### src/rtl/vq_cfg_pkg.sv
// Shared word map, per-queue field strobes and value filters for the
// queue configuration register file. Assumes a 32-bit register bus.
package vq_cfg_pkg;

    localparam logic [15:0] NO_VEC = 16'hFFFF;

    // Register word index taken from addr[5:2]
    typedef enum logic [3:0] {
        W_DFSEL  = 4'd0,
        W_DFEAT  = 4'd1,
        W_GFSEL  = 4'd2,
        W_GFEAT  = 4'd3,
        W_MISC   = 4'd4,
        W_STAT   = 4'd5,
        W_QSZV   = 4'd6,
        W_QENO   = 4'd7,
        W_DESC_L = 4'd8,
        W_DESC_H = 4'd9,
        W_AVL_L  = 4'd10,
        W_AVL_H  = 4'd11,
        W_USD_L  = 4'd12,
        W_USD_H  = 4'd13,
        W_RSV0   = 4'd14,
        W_RSV1   = 4'd15
    } word_e;

    // Bit positions of the per-queue write strobe vector
    localparam int QB_SIZE   = 0;
    localparam int QB_VEC    = 1;
    localparam int QB_EN     = 2;
    localparam int QB_DESC_L = 3;
    localparam int QB_DESC_H = 4;
    localparam int QB_AVL_L  = 5;
    localparam int QB_AVL_H  = 6;
    localparam int QB_USD_L  = 7;
    localparam int QB_USD_H  = 8;
    localparam int QF_N      = 9;

    // Clamp a vector write: in-range values pass, others become NO_VEC
    function automatic logic [15:0] vec_clean(input logic [15:0] v,
                                              input int unsigned nvec);
        return ({16'd0, v} < nvec) ? v : NO_VEC;
    endfunction

    // A queue size is legal when zero or a power of two up to qmax
    function automatic logic size_ok(input logic [15:0] v,
                                     input int unsigned qmax);
        if (v == 16'd0) return 1'b1;
        return ((v & (v - 16'd1)) == 16'd0) && ({16'd0, v} <= qmax);
    endfunction

endpackage

### src/rtl/vq_feature_window.sv
// Feature negotiation windows: an offered-feature view selected by one
// register and a 64-bit accepted-feature store opened in 32-bit halves
// by another. Assumes write strobes are already decoded and qualified.
module vq_feature_window #(
    parameter logic [63:0] DEV_FEAT = 64'h0
) (
    input  logic        clk,
    input  logic        rst_n,
    input  logic        clr_i,
    input  logic        dsel_we,
    input  logic        gsel_we,
    input  logic        gfeat_we,
    input  logic [31:0] wdata,
    output logic [31:0] dsel_rd,
    output logic [31:0] dfeat_rd,
    output logic [31:0] gsel_rd,
    output logic [31:0] gfeat_rd,
    output logic [63:0] drv_feat_o
);

    logic [31:0] dsel_q;
    logic [31:0] gsel_q;
    logic [63:0] gfeat_q;

    // Select registers, kept across a function reset
    always_ff @(posedge clk) begin
        if (!rst_n) begin
            dsel_q <= '0;
            gsel_q <= '0;
        end else begin
            if (dsel_we) dsel_q <= wdata;
            if (gsel_we) gsel_q <= wdata;
        end
    end

    // Accepted features: written through the open half, cleared on function reset
    always_ff @(posedge clk) begin
        if (!rst_n || clr_i) begin
            gfeat_q <= '0;
        end else if (gfeat_we) begin
            if (gsel_q == 32'd0)      gfeat_q[31:0]  <= wdata;
            else if (gsel_q == 32'd1) gfeat_q[63:32] <= wdata;
        end
    end

    // Read views of the two windows
    always_comb begin
        dsel_rd  = dsel_q;
        gsel_rd  = gsel_q;
        dfeat_rd = (dsel_q == 32'd0) ? DEV_FEAT[31:0] :
                   (dsel_q == 32'd1) ? DEV_FEAT[63:32] : 32'd0;
        gfeat_rd = (gsel_q == 32'd0) ? gfeat_q[31:0] :
                   (gsel_q == 32'd1) ? gfeat_q[63:32] : 32'd0;
    end

    assign drv_feat_o = gfeat_q;


    gfeat_drop_chk: assert property (@(posedge clk) disable iff (!rst_n)
        (gfeat_we && !clr_i && gsel_q > 32'd1) |=> $stable(gfeat_q));

endmodule

### src/rtl/vq_queue_slot.sv
// State of one queue: size, vector, enable and three ring addresses.
// Assumes the strobes arrive only when this queue is the selected one.
module vq_queue_slot
    import vq_cfg_pkg::*;
#(
    parameter int unsigned QMAX    = 256,
    parameter int unsigned NUM_VEC = 8
) (
    input  logic            clk,
    input  logic            rst_n,
    input  logic            clr_i,
    input  logic [QF_N-1:0] we_i,
    input  logic [31:0]     wdata,
    output logic [15:0]     size_o,
    output logic [15:0]     vec_o,
    output logic            en_o,
    output logic [63:0]     desc_o,
    output logic [63:0]     avail_o,
    output logic [63:0]     used_o
);

    localparam logic [15:0] SIZE_RST = 16'(QMAX);

    // Field updates, with hardware and function reset to the same values
    always_ff @(posedge clk) begin
        if (!rst_n || clr_i) begin
            size_o  <= SIZE_RST;
            vec_o   <= NO_VEC;
            en_o    <= 1'b0;
            desc_o  <= '0;
            avail_o <= '0;
            used_o  <= '0;
        end else begin
            if (we_i[QB_SIZE] && size_ok(wdata[15:0], QMAX)) size_o <= wdata[15:0];
            if (we_i[QB_VEC])    vec_o          <= vec_clean(wdata[31:16], NUM_VEC);
            if (we_i[QB_EN])     en_o           <= wdata[0];
            if (we_i[QB_DESC_L]) desc_o[31:0]   <= wdata;
            if (we_i[QB_DESC_H]) desc_o[63:32]  <= wdata;
            if (we_i[QB_AVL_L])  avail_o[31:0]  <= wdata;
            if (we_i[QB_AVL_H])  avail_o[63:32] <= wdata;
            if (we_i[QB_USD_L])  used_o[31:0]   <= wdata;
            if (we_i[QB_USD_H])  used_o[63:32]  <= wdata;
        end
    end


    size_legal_chk: assert property (@(posedge clk) disable iff (!rst_n)
        ($countones(size_o) <= 1) && ({16'd0, size_o} <= QMAX));


    vec_range_chk: assert property (@(posedge clk) disable iff (!rst_n)
        ({16'd0, vec_o} < NUM_VEC) || (vec_o == NO_VEC));

endmodule

### src/rtl/vq_queue_bank.sv
// Array of queue slots. Steers the field strobes to the slot named by
// the queue select; a select at or above NQ reaches no slot.
module vq_queue_bank
    import vq_cfg_pkg::*;
#(
    parameter int unsigned NQ      = 4,
    parameter int unsigned QMAX    = 256,
    parameter int unsigned NUM_VEC = 8
) (
    input  logic                  clk,
    input  logic                  rst_n,
    input  logic                  clr_i,
    input  logic [QF_N-1:0]       we_i,
    input  logic [15:0]           sel_i,
    input  logic [31:0]           wdata,
    output logic [NQ-1:0][15:0]   q_size_o,
    output logic [NQ-1:0][15:0]   q_vec_o,
    output logic [NQ-1:0]         q_en_o,
    output logic [NQ-1:0][63:0]   q_desc_o,
    output logic [NQ-1:0][63:0]   q_avail_o,
    output logic [NQ-1:0][63:0]   q_used_o
);

    for (genvar gi = 0; gi < NQ; gi++) begin : g_slot
        logic [QF_N-1:0] slot_we;
        // Strobes reach this slot only while it is selected
        assign slot_we = (sel_i == 16'(gi)) ? we_i : '0;

        vq_queue_slot #(.QMAX(QMAX), .NUM_VEC(NUM_VEC)) u_slot (
            .clk     (clk),
            .rst_n   (rst_n),
            .clr_i   (clr_i),
            .we_i    (slot_we),
            .wdata   (wdata),
            .size_o  (q_size_o[gi]),
            .vec_o   (q_vec_o[gi]),
            .en_o    (q_en_o[gi]),
            .desc_o  (q_desc_o[gi]),
            .avail_o (q_avail_o[gi]),
            .used_o  (q_used_o[gi])
        );
    end


    oob_sel_chk: assert property (@(posedge clk) disable iff (!rst_n)
        ((|we_i) && !clr_i && ({16'd0, sel_i} >= NQ)) |=>
            ($stable(q_size_o) && $stable(q_vec_o) && $stable(q_en_o)));

endmodule

### src/rtl/vq_cfg_regs.sv
// Common configuration register file of a paravirtual PCI function.
// Decodes the register bus, holds status, config vector and queue select,
// and muxes one-cycle read data. Assumes at most one access type per
// word per cycle and 2 <= NQ <= 65535.
module vq_cfg_regs
    import vq_cfg_pkg::*;
#(
    parameter int unsigned NQ       = 4,
    parameter int unsigned QMAX     = 256,
    parameter int unsigned NUM_VEC  = 8,
    parameter logic [63:0] DEV_FEAT = 64'hA5A5_0001_1234_5678
) (
    input  logic                clk,
    input  logic                rst_n,
    input  logic                wr_en,
    input  logic                rd_en,
    input  logic [5:0]          addr,
    input  logic [31:0]         wdata,
    input  logic [3:0]          be,
    output logic                rd_valid,
    output logic [31:0]         rd_data,
    output logic                dev_reset_o,
    output logic [7:0]          dev_status_o,
    output logic [63:0]         drv_feat_o,
    output logic [15:0]         cfg_vec_o,
    output logic [NQ-1:0][15:0] q_size_o,
    output logic [NQ-1:0][15:0] q_vec_o,
    output logic [NQ-1:0]       q_en_o,
    output logic [NQ-1:0][63:0] q_desc_o,
    output logic [NQ-1:0][63:0] q_avail_o,
    output logic [NQ-1:0][63:0] q_used_o
);

    localparam int          IDX_W = (NQ > 1) ? $clog2(NQ) : 1;
    localparam logic [15:0] QCNT  = 16'(NQ);

    word_e           word;
    logic            full, lo16, hi16;
    logic            sw_rst;
    logic [15:0]     qsel_q;
    logic [IDX_W-1:0] qi;
    logic            qv;
    logic [QF_N-1:0] qwe;
    logic [31:0]     rmux;
    logic [31:0]     dsel_rd, dfeat_rd, gsel_rd, gfeat_rd;

    // Address and natural-width byte-enable decode
    always_comb begin
        word = word_e'(addr[5:2]);
        full = (be == 4'hF);
        lo16 = (be[1:0] == 2'b11);
        hi16 = (be[3:2] == 2'b11);
        qi   = qsel_q[IDX_W-1:0];
        qv   = (qsel_q < QCNT);
    end

    // A zero written into the status byte starts a function reset
    assign sw_rst = wr_en && (word == W_STAT) && be[0] && (wdata[7:0] == 8'd0);

    // Status, queue select, config vector and the reset pulse
    always_ff @(posedge clk) begin
        if (!rst_n) begin
            dev_status_o <= '0;
            qsel_q       <= '0;
            cfg_vec_o    <= NO_VEC;
            dev_reset_o  <= 1'b0;
        end else begin
            dev_reset_o <= sw_rst;
            if (wr_en && word == W_STAT && be[0]) dev_status_o <= wdata[7:0];
            if (wr_en && word == W_STAT && hi16)  qsel_q       <= wdata[31:16];
            if (wr_en && word == W_MISC && lo16)  cfg_vec_o    <= vec_clean(wdata[15:0], NUM_VEC);
        end
    end

    // Per-queue field strobes from the decoded word
    always_comb begin
        qwe = '0;
        if (wr_en) begin
            unique case (word)
                W_QSZV: begin
                    qwe[QB_SIZE] = lo16;
                    qwe[QB_VEC]  = hi16;
                end
                W_QENO:   qwe[QB_EN]     = lo16;
                W_DESC_L: qwe[QB_DESC_L] = full;
                W_DESC_H: qwe[QB_DESC_H] = full;
                W_AVL_L:  qwe[QB_AVL_L]  = full;
                W_AVL_H:  qwe[QB_AVL_H]  = full;
                W_USD_L:  qwe[QB_USD_L]  = full;
                W_USD_H:  qwe[QB_USD_H]  = full;
                default:  qwe = '0;
            endcase
        end
    end

    vq_feature_window #(.DEV_FEAT(DEV_FEAT)) u_feat (
        .clk        (clk),
        .rst_n      (rst_n),
        .clr_i      (sw_rst),
        .dsel_we    (wr_en && word == W_DFSEL && full),
        .gsel_we    (wr_en && word == W_GFSEL && full),
        .gfeat_we   (wr_en && word == W_GFEAT && full),
        .wdata      (wdata),
        .dsel_rd    (dsel_rd),
        .dfeat_rd   (dfeat_rd),
        .gsel_rd    (gsel_rd),
        .gfeat_rd   (gfeat_rd),
        .drv_feat_o (drv_feat_o)
    );

    vq_queue_bank #(.NQ(NQ), .QMAX(QMAX), .NUM_VEC(NUM_VEC)) u_bank (
        .clk       (clk),
        .rst_n     (rst_n),
        .clr_i     (sw_rst),
        .we_i      (qwe),
        .sel_i     (qsel_q),
        .wdata     (wdata),
        .q_size_o  (q_size_o),
        .q_vec_o   (q_vec_o),
        .q_en_o    (q_en_o),
        .q_desc_o  (q_desc_o),
        .q_avail_o (q_avail_o),
        .q_used_o  (q_used_o)
    );

    // Read data selection for the addressed word
    always_comb begin
        rmux = '0;
        unique case (word)
            W_DFSEL:  rmux = dsel_rd;
            W_DFEAT:  rmux = dfeat_rd;
            W_GFSEL:  rmux = gsel_rd;
            W_GFEAT:  rmux = gfeat_rd;
            W_MISC:   rmux = {QCNT, cfg_vec_o};
            W_STAT:   rmux = {qsel_q, 8'd0, dev_status_o};
            W_QSZV:   rmux = qv ? {q_vec_o[qi], q_size_o[qi]} : 32'd0;
            W_QENO:   rmux = qv ? {{(16-IDX_W){1'b0}}, qi, 15'd0, q_en_o[qi]} : 32'd0;
            W_DESC_L: rmux = qv ? q_desc_o[qi][31:0]   : 32'd0;
            W_DESC_H: rmux = qv ? q_desc_o[qi][63:32]  : 32'd0;
            W_AVL_L:  rmux = qv ? q_avail_o[qi][31:0]  : 32'd0;
            W_AVL_H:  rmux = qv ? q_avail_o[qi][63:32] : 32'd0;
            W_USD_L:  rmux = qv ? q_used_o[qi][31:0]   : 32'd0;
            W_USD_H:  rmux = qv ? q_used_o[qi][63:32]  : 32'd0;
            default:  rmux = '0;
        endcase
    end

    // Registered read return, one cycle after the request
    always_ff @(posedge clk) begin
        if (!rst_n) begin
            rd_valid <= 1'b0;
            rd_data  <= '0;
        end else begin
            rd_valid <= rd_en;
            if (rd_en) rd_data <= rmux;
        end
    end


    soft_reset_chk: assert property (@(posedge clk) disable iff (!rst_n)
        sw_rst |=> (dev_reset_o && dev_status_o == 8'd0 && q_en_o == '0
                    && drv_feat_o == 64'd0));


    rd_latency_chk: assert property (@(posedge clk) disable iff (!rst_n)
        rd_en |=> rd_valid);


    rd_idle_chk: assert property (@(posedge clk) disable iff (!rst_n)
        !rd_en |=> !rd_valid);

endmodule

### config.mk
export PLATFORM = sky130hd
export DESIGN_NAME = vq_cfg_regs
export DESIGN_NICKNAME = d
export VERILOG_FILES = /design/src/rtl/vq_cfg_pkg.sv /design/src/rtl/vq_feature_window.sv /design/src/rtl/vq_queue_slot.sv /design/src/rtl/vq_queue_bank.sv /design/src/rtl/vq_cfg_regs.sv
export SDC_FILE = /design/constraint.sdc
export NUM_CORES = 2
export LEC_CHECK = 0
export BUFFER_PORTS_ARGS = -buffer_cell sky130_fd_sc_hd__buf_2
export CORE_AREA = 2 2 413 415
export CTS_CLUSTER_SIZE = 14
export DETAILED_ROUTE_END_ITERATION = 8
export DIE_AREA = 0 0 415 417
export MAX_ROUTING_LAYER = met4
export PLACE_DENSITY_LB_ADDON = 0.05
export SYNTH_ARGS = -nofsm -noshare
export SYNTH_HDL_FRONTEND = slang
export SYNTH_HIERARCHICAL = 1
export SYNTH_SLANG_ARGS = --single-unit
export TNS_END_PERCENT = 100
### constraint.sdc
create_clock -name clk -period 2.6 [get_ports clk]
set_input_delay 0.26 -clock clk [delete_from_list [all_inputs] [get_ports clk]]
set_output_delay 0.26 -clock clk [all_outputs]
set_load 0.05 [all_outputs]
### Word level (Yosys, flattened, before mapping)

Index checks and enable logic that the tools add are counted.

| word-level totals | value |
|---|---|
| register bits | 1102 |
| input bits | 46 |
| output and inout port bits | 1022 |
| logic and storage cells | 148 |

| cells by class | value |
|---|---|
| add/subtract/negate cells | 1 |
| $lt $le $gt $ge | 5 |
| eq/ne operators | 21 |
| muxes and demuxes | 45 |
| bitwise operators | 2 |
| reductions and logical operators | 28 |

Operators by type and width:

| operator | number |
|---|---|
| 32-bit one-hot mux with 14 select lines | 1 |
| 64-bit binary-select mux with 2-bit select | 3 |
| 32-bit two-way mux | 11 |
| 64-bit two-way mux | 3 |
| 16-bit binary-select mux with 2-bit select | 2 |
| 32-bit by 1-bit equality test with 1-bit output (second input constant) | 2 |
| 32-bit zero test | 2 |
| 16-bit two-way mux | 4 |
| 16-bit zero test | 3 |
| 9-bit two-way mux | 5 |
| 16-bit by 2-bit equality test with 1-bit output (second input constant) | 2 |
| 16-bit by 4-bit < comparator with 1-bit output (second input constant) | 2 |
| 4-bit equality test (second input constant) | 7 |
| 18-bit two-way mux | 1 |
| 1-bit logical AND | 17 |
| 16-bit AND | 1 |
| 16-bit by 1-bit equality test with 1-bit output (second input constant) | 1 |
| 4-bit by 3-bit equality test with 1-bit output (second input constant) | 4 |
| 16-bit by 9-bit less-or-equal comparator with 1-bit output (second input constant) | 1 |
| 16-bit by 3-bit < comparator with 1-bit output (second input constant) | 1 |
| 16-bit by 1-bit subtractor with 16-bit output (second input constant) | 1 |
| 1-bit two-way mux | 13 |
| 4-bit by 2-bit equality test with 1-bit output (second input constant) | 2 |
| 8-bit zero test | 1 |
| other kinds (11) | 12 |

### Longest topological paths before layout

| logic depth | value |
|---|---|
| depth after elaboration | 9 |
| depth in mapped cells | 13 |

### Modules after synthesis

The synthesis kept the hierarchy.

Modules (own cells, without submodules):

| module | times used | cells each | area an instance (um2) | sequential area each (um2) |
|---|---|---|---|---|
| vq_queue_slot | 4 | 773 | 8036.5 | 4504.3 |
| vq_cfg_regs | 1 | 975 | 11015.6 | 1481.4 |
| vq_feature_window | 1 | 579 | 5703.0 | 2562.5 |
| vq_queue_bank | 1 | 47 | 382.9 | 0.0 |

### Worst setup path before layout

OpenSTA, ideal clock, no wires.

| timing path | value |
|---|---|
| path type | input -> register |
| start point | input addr[4] |
| end point | register u_bank.g_slot[0].u_slot.avail_o[0] |
| setup time | 0.128 ns |
| data arrival time | 2.677 ns |
| required time | 2.472 ns |
| setup slack | -0.205 ns |
| stages | 11 |
| path through | buf_2 > and4bb_1 > buf_2 > and3_1 > buf_2 > nand2_1 > nor4_1 > nand2b_1 > clkbuf_1 > clkbuf_1 > nor2_1 |

| on the way | value |
|---|---|
| cells in the longest elaborated chain, start to end | 5 |
| elaborated cells between the ends (all ways) | 9 |

RTL lines:

| item | line | text |
|---|---|---|
| start: declaration | vq_cfg_regs.sv:17 | `input logic [5:0] addr,` |
| 4-bit by 3-bit equality test with 1-bit output | vq_cfg_regs.sv:58 | `assign sw_rst = wr_en && (word == W_STAT) && be[0] && (wdata[7:0] == 8'd0);` |
| 1-bit logical AND (3 in series) | vq_cfg_regs.sv:58 |  |
| via sw_rst | vq_cfg_regs.sv:39 | `logic sw_rst;` |
| 1-bit logical OR | vq_queue_slot.sv:26 | `if (!rst_n \|\| clr_i) begin` |
| end signal: assignment | vq_queue_slot.sv:39 | `if (we_i[QB_AVL_L]) avail_o[31:0] <= wdata;` |
| end: declaration | vq_queue_slot.sv:18 | `output logic [63:0] avail_o,` |

The timed path passes the listed nets, and every way through them passes these cells.
A chain may end at the register's enable or synchronous reset.

### Final worst setup path

| timing path | value |
|---|---|
| start point | register qsel_q[10] |
| end point | register u_bank.g_slot[3].u_slot.size_o[7] |

| on the way | value |
|---|---|
| cells in the longest elaborated chain, start to end | 3 |

RTL lines:

| item | line | text |
|---|---|---|
| start: declaration | vq_cfg_regs.sv:40 | `logic [15:0] qsel_q;` |
| start signal: assignment | vq_cfg_regs.sv:70 | `if (wr_en && word == W_STAT && hi16) qsel_q <= wdata[31:16];` |
| 16-bit by 2-bit equality test with 1-bit output | vq_queue_bank.sv:27 | `assign slot_we = (sel_i == 16'(gi)) ? we_i : '0;` |
| 9-bit two-way mux | vq_queue_bank.sv:27 |  |
| via u_bank.g_slot[3].slot_we[0] | vq_queue_bank.sv:25 | `logic [QF_N-1:0] slot_we;` |
| 1-bit logical AND | vq_queue_slot.sv:34 | `if (we_i[QB_SIZE] && size_ok(wdata[15:0], QMAX)) size_o <= wdata[15:0];` |
| end signal: assignment | vq_queue_slot.sv:34 |  |
| end: declaration | vq_queue_slot.sv:14 | `output logic [15:0] size_o,` |

The timed path passes the listed nets, and every way through them passes these cells.

==> impl_results.md <==
* IO Count at 1068
* Critical path required time at 3280 ps
* Largest net degree at the start of global routing at 75
* Final Hold Vio Count at 0
* Reg2Reg Depth at 10
* Clk slew on worst S/H paths at 60 ps
* Starting Density at 0.292
* Fmax at 0.365 GHz
* Adder-cell share of the synthesized area at 0.00173
* Critical-path cell list: or4_4 -> buf_6 -> nor4_4 -> and2_1 -> nor4b_4 -> and3_4 -> o211ai_1 -> buf_4 -> o21ai_1 -> a21oi_1
* Total die area at 0.173 sq mm
* Layout cell share with drive strength beyond 1 at 0.377
* Fin Clk Skew at 23.8 ps
* Fin crit period at 2740 ps
* Worst EP arrival at 3420 ps
* Seq/Total Area, Yosys at 0.448
* Hold Path Class: in -> reg
* Sink Count at 1102
* Failing checks: setup timing
* First-pass GRT wire length at 393000 um
* Vias/cell at 5.40
* Maxcap violations at 0
* Die width at 415 um
* Top_reg_cell synth: dfxtp_1
* Placed insts at 8004
* Fin util at 0.401
* Core area at 0.169 sq mm
* Number of warnings issued by yosys at 6
* Mux contribution to synthesized area at 0.311
* Fin cells at 8340
* H-tree depth at 4
* Final #Nets at 6055
* CTS root buf: clkbuf_16
* Crit path max-delay cell type: or4_4
* Max clock buf depth at 3
* Post-DP Area at 0.0607 sq mm
* Die height at 417 um
* DRC viols at 0
* Final Max Slew Viols at 0
* Setup WS post-layout at -137 ps
* GP Congestion at 0.929
* Setup TNS at -5140 ps
* Endpoints failing setup at 110
* Initial antenna violation count at 19
* Crit end category: flop
* R2R setup slack at -140 ps
* Detailed Route Iter0 Violations at 4314
* DRT Wirelength at 300000 um
* Dpl hpwl at 222000 um
* Worst-Skew Late Latency at 790 ps
* Hold Path Sink: cfg_vec_o[14]
* Vias in the first global route at 42300
* Startpoint Class: flop
* Reg2reg start: qsel_q[10]
* Fin area at 0.0675 sq mm
* Total grt overflow at 0
* Worst Hold Depth at 3
* Fillcell total at 16900
* Run status: finished with violations
* Synthesized flop and latch total at 1102
* Hold path start: wdata[14]
* Critical path class: reg -> reg
* Buffers on Ports at 1065
* Post-synth ARST share at 0
* RSZ-0062 raised after global routing: true
* Vias post-DR at 45000
* Multi-input logic area at 0.0261 sq mm
* Peak supply drop at 0.671 mV
* DRT Pass-1 Iters at 5
* WL/cell at 36.0 um
* Total track usage at 0.337
* Worst slack, placed at -560 ps
* Worst R2R End: u_bank/g_slot[3].u_slot/size_o[7]
* Site Rows at 151
* P_leak at 0.0264 uW
* Simple-Gate Fraction of Synth Area at 0.141
* Worst Tran Pin Value at 1120 ps
* Synth Cell Area at 0.0492 sq mm
* Final Cycle Share at 1.05
* Max incr delay on CP at 590 ps
* Syn-to-layout area delta at 37.1%
* Netlist cell types at 83
* CTS tree: done
* Mapped Cells at 4693
* Post-synth EDFFs at 0
* Post-route ant nets at 0
* Number of buffers created by CTS at 140
* Compound-Gate Fraction of Synth Area at 0.0515
* Main combinational cell family by area after synthesis: multiplexers
* Worst-path maximum fanout at 8
* Sequential cell area at 0.0221 sq mm
* Avg Inst Size Synth at 10.5 sq um
* Post-Synth XOR/XNOR Area at 0
* Max_slew headroom at 0.249
* Pwr Density at 578 mW/mm^2
==> cells in the mapped netlist (all sizes together) (35+ instances only) <==
| master | number | area, sq um |
|---|---|---|
| a21oi | 43 | 215 |
| a22oi | 92 | 691 |
| and2 | 42 | 263 |
| and3 | 35 | 219 |
| buf | 242 | 1420 |
| clkbuf | 209 | 785 |
| dfxtp | 1102 | 22100 |
| mux2i | 1011 | 10100 |
| mux4 | 228 | 5150 |
| nand2 | 255 | 990 |
| nand3 | 75 | 375 |
| nor2 | 842 | 3180 |
| nor2b | 89 | 557 |
| nor4 | 45 | 415 |
| o21ai | 72 | 405 |
==> final cells by class <==
| class | instances | share of cell area |
|---|---|---|
| well taps | 2218 | 0.0411 |
| clock buffers | 208 | 0.0615 |
| inverters | 27 | 0.00150 |
| diodes | 7 | 0.000259 |
| multi-input cells | 3124 | 0.386 |
| flip-flops and latches | 1102 | 0.327 |
| clock inverters | 40 | 0.00611 |
| repair buffers | 1614 | 0.176 |
==> cell usage in the layout, fill, tap and decap left out, types with 14 or more instances in the layout <==
cell type	Yosys	routed
o21ai_2	0	28
buf_12	4	152
or2_2	14	14
nor2b_1	89	85
nor3_1	16	15
mux4_2	224	224
mux2i_1	1011	1002
nand3_1	75	69
nand4_1	26	26
clkbuf_16	0	159
nor3b_1	34	33
a21oi_1	43	37
clkinv_2	0	23
a22oi_1	92	81
o21ai_1	57	33
buf_4	44	339
nand2_1	250	250
inv_1	27	27
nor4_1	32	23
and3_4	0	29
nor2_1	838	831
buf_6	25	16
clkbuf_1	209	33
dfxtp_1	1102	1092
a21boi_0	15	15
a22o_1	29	28
and2_4	0	28
clkbuf_8	0	31
buf_2	67	1067
==> stage by stage <==
step | hold slack (ps) | power [uW]
after floorplan | 383 | 18100
after global placement | 443 | 19400
after detailed placement | 443 | 19400
after CTS | 7.53 | 39200
after global routing | 62.7 | 39900
final | 67.6 | 39000
==> critical path: cells and delay by family (launching register included) <==
kind,cells,cell delay (ps)
buffers and inverters,2,380
AOI/OAI and AO/OA,3,350
DFF,1,320
and+or+nand+nor,5,1570
==> report_power, final <==
| group | switching (uW) | internal [uW] | total, uW |
|---|---|---|---|
| clock network | 8350 | 11500 | 19800 |
| registers | 20.8 | 16900 | 16900 |
| logic | 1650 | 606 | 2250 |
==> state kept, by name, summed over array words and instances, names as in the netlist, 32 cells and up <==
register and flops:
u_bank/g_slot.u_slot/avail_o 256, u_bank/g_slot.u_slot/desc_o 256, u_feat/dsel_rd 32, u_bank/g_slot.u_slot/used_o 256, u_bank/g_slot.u_slot/vec_o 64, u_bank/g_slot.u_slot/size_o 64, rd_data 32, u_feat/drv_feat_o 64
u_feat/gsel_rd 32
==> how the worst max path moves through the flow <==
| stage | start | to | slack, ps |
|---|---|---|---|
| after floorplan | addr[4] | u_bank/g_slot[0].u_slot/avail_o[0] | 30 |
| after global placement | addr[2] | rd_data[28] | -580 |
| after detailed placement | qsel_q[1] | rd_data[28] | -560 |
| after CTS | qsel_q[8] | u_bank/g_slot[3].u_slot/size_o[14] | -140 |
| after global routing | qsel_q[0] | u_bank/g_slot[1].u_slot/size_o[10] | -220 |
| final | qsel_q[10] | u_bank/g_slot[3].u_slot/size_o[7] | -140 |
==> per-layer routing <==
layer / track usage / share of wire
met2: 0.521 / 0.46
met4: 0.137 / 0.048
met1: 0.441 / 0.43
met3: 0.0504 / 0.063
met5: - / 0
==> logic make-up (layout without fill, tap and decap cells) <==
family                   after synthesis  in the layout
multiplexers                        1243           1243
other                                  1             19
adder cells (fa/ha/maj)                8              8
buffers and inverters                478           1889
flip-flops                          1102           1102
AO/OA/AOI/OAI                        346            346
AND/OR/NAND/NOR                     1515           1515
==> what timing repair did <==
| item | in CTS | in global routing |
|---|---|---|
| endpoints found under the hold margin | 49 | 0 |
| hold buffers | 13 | 0 |
| buffers inserted | 14 | 39 |
| pin swaps | 34 | 68 |
| cloned | 4 | 18 |
| endpoints found under the setup margin | 92 | 150 |
| resized for setup | 99 | 149 |
(Power assumes the default switching activity.)
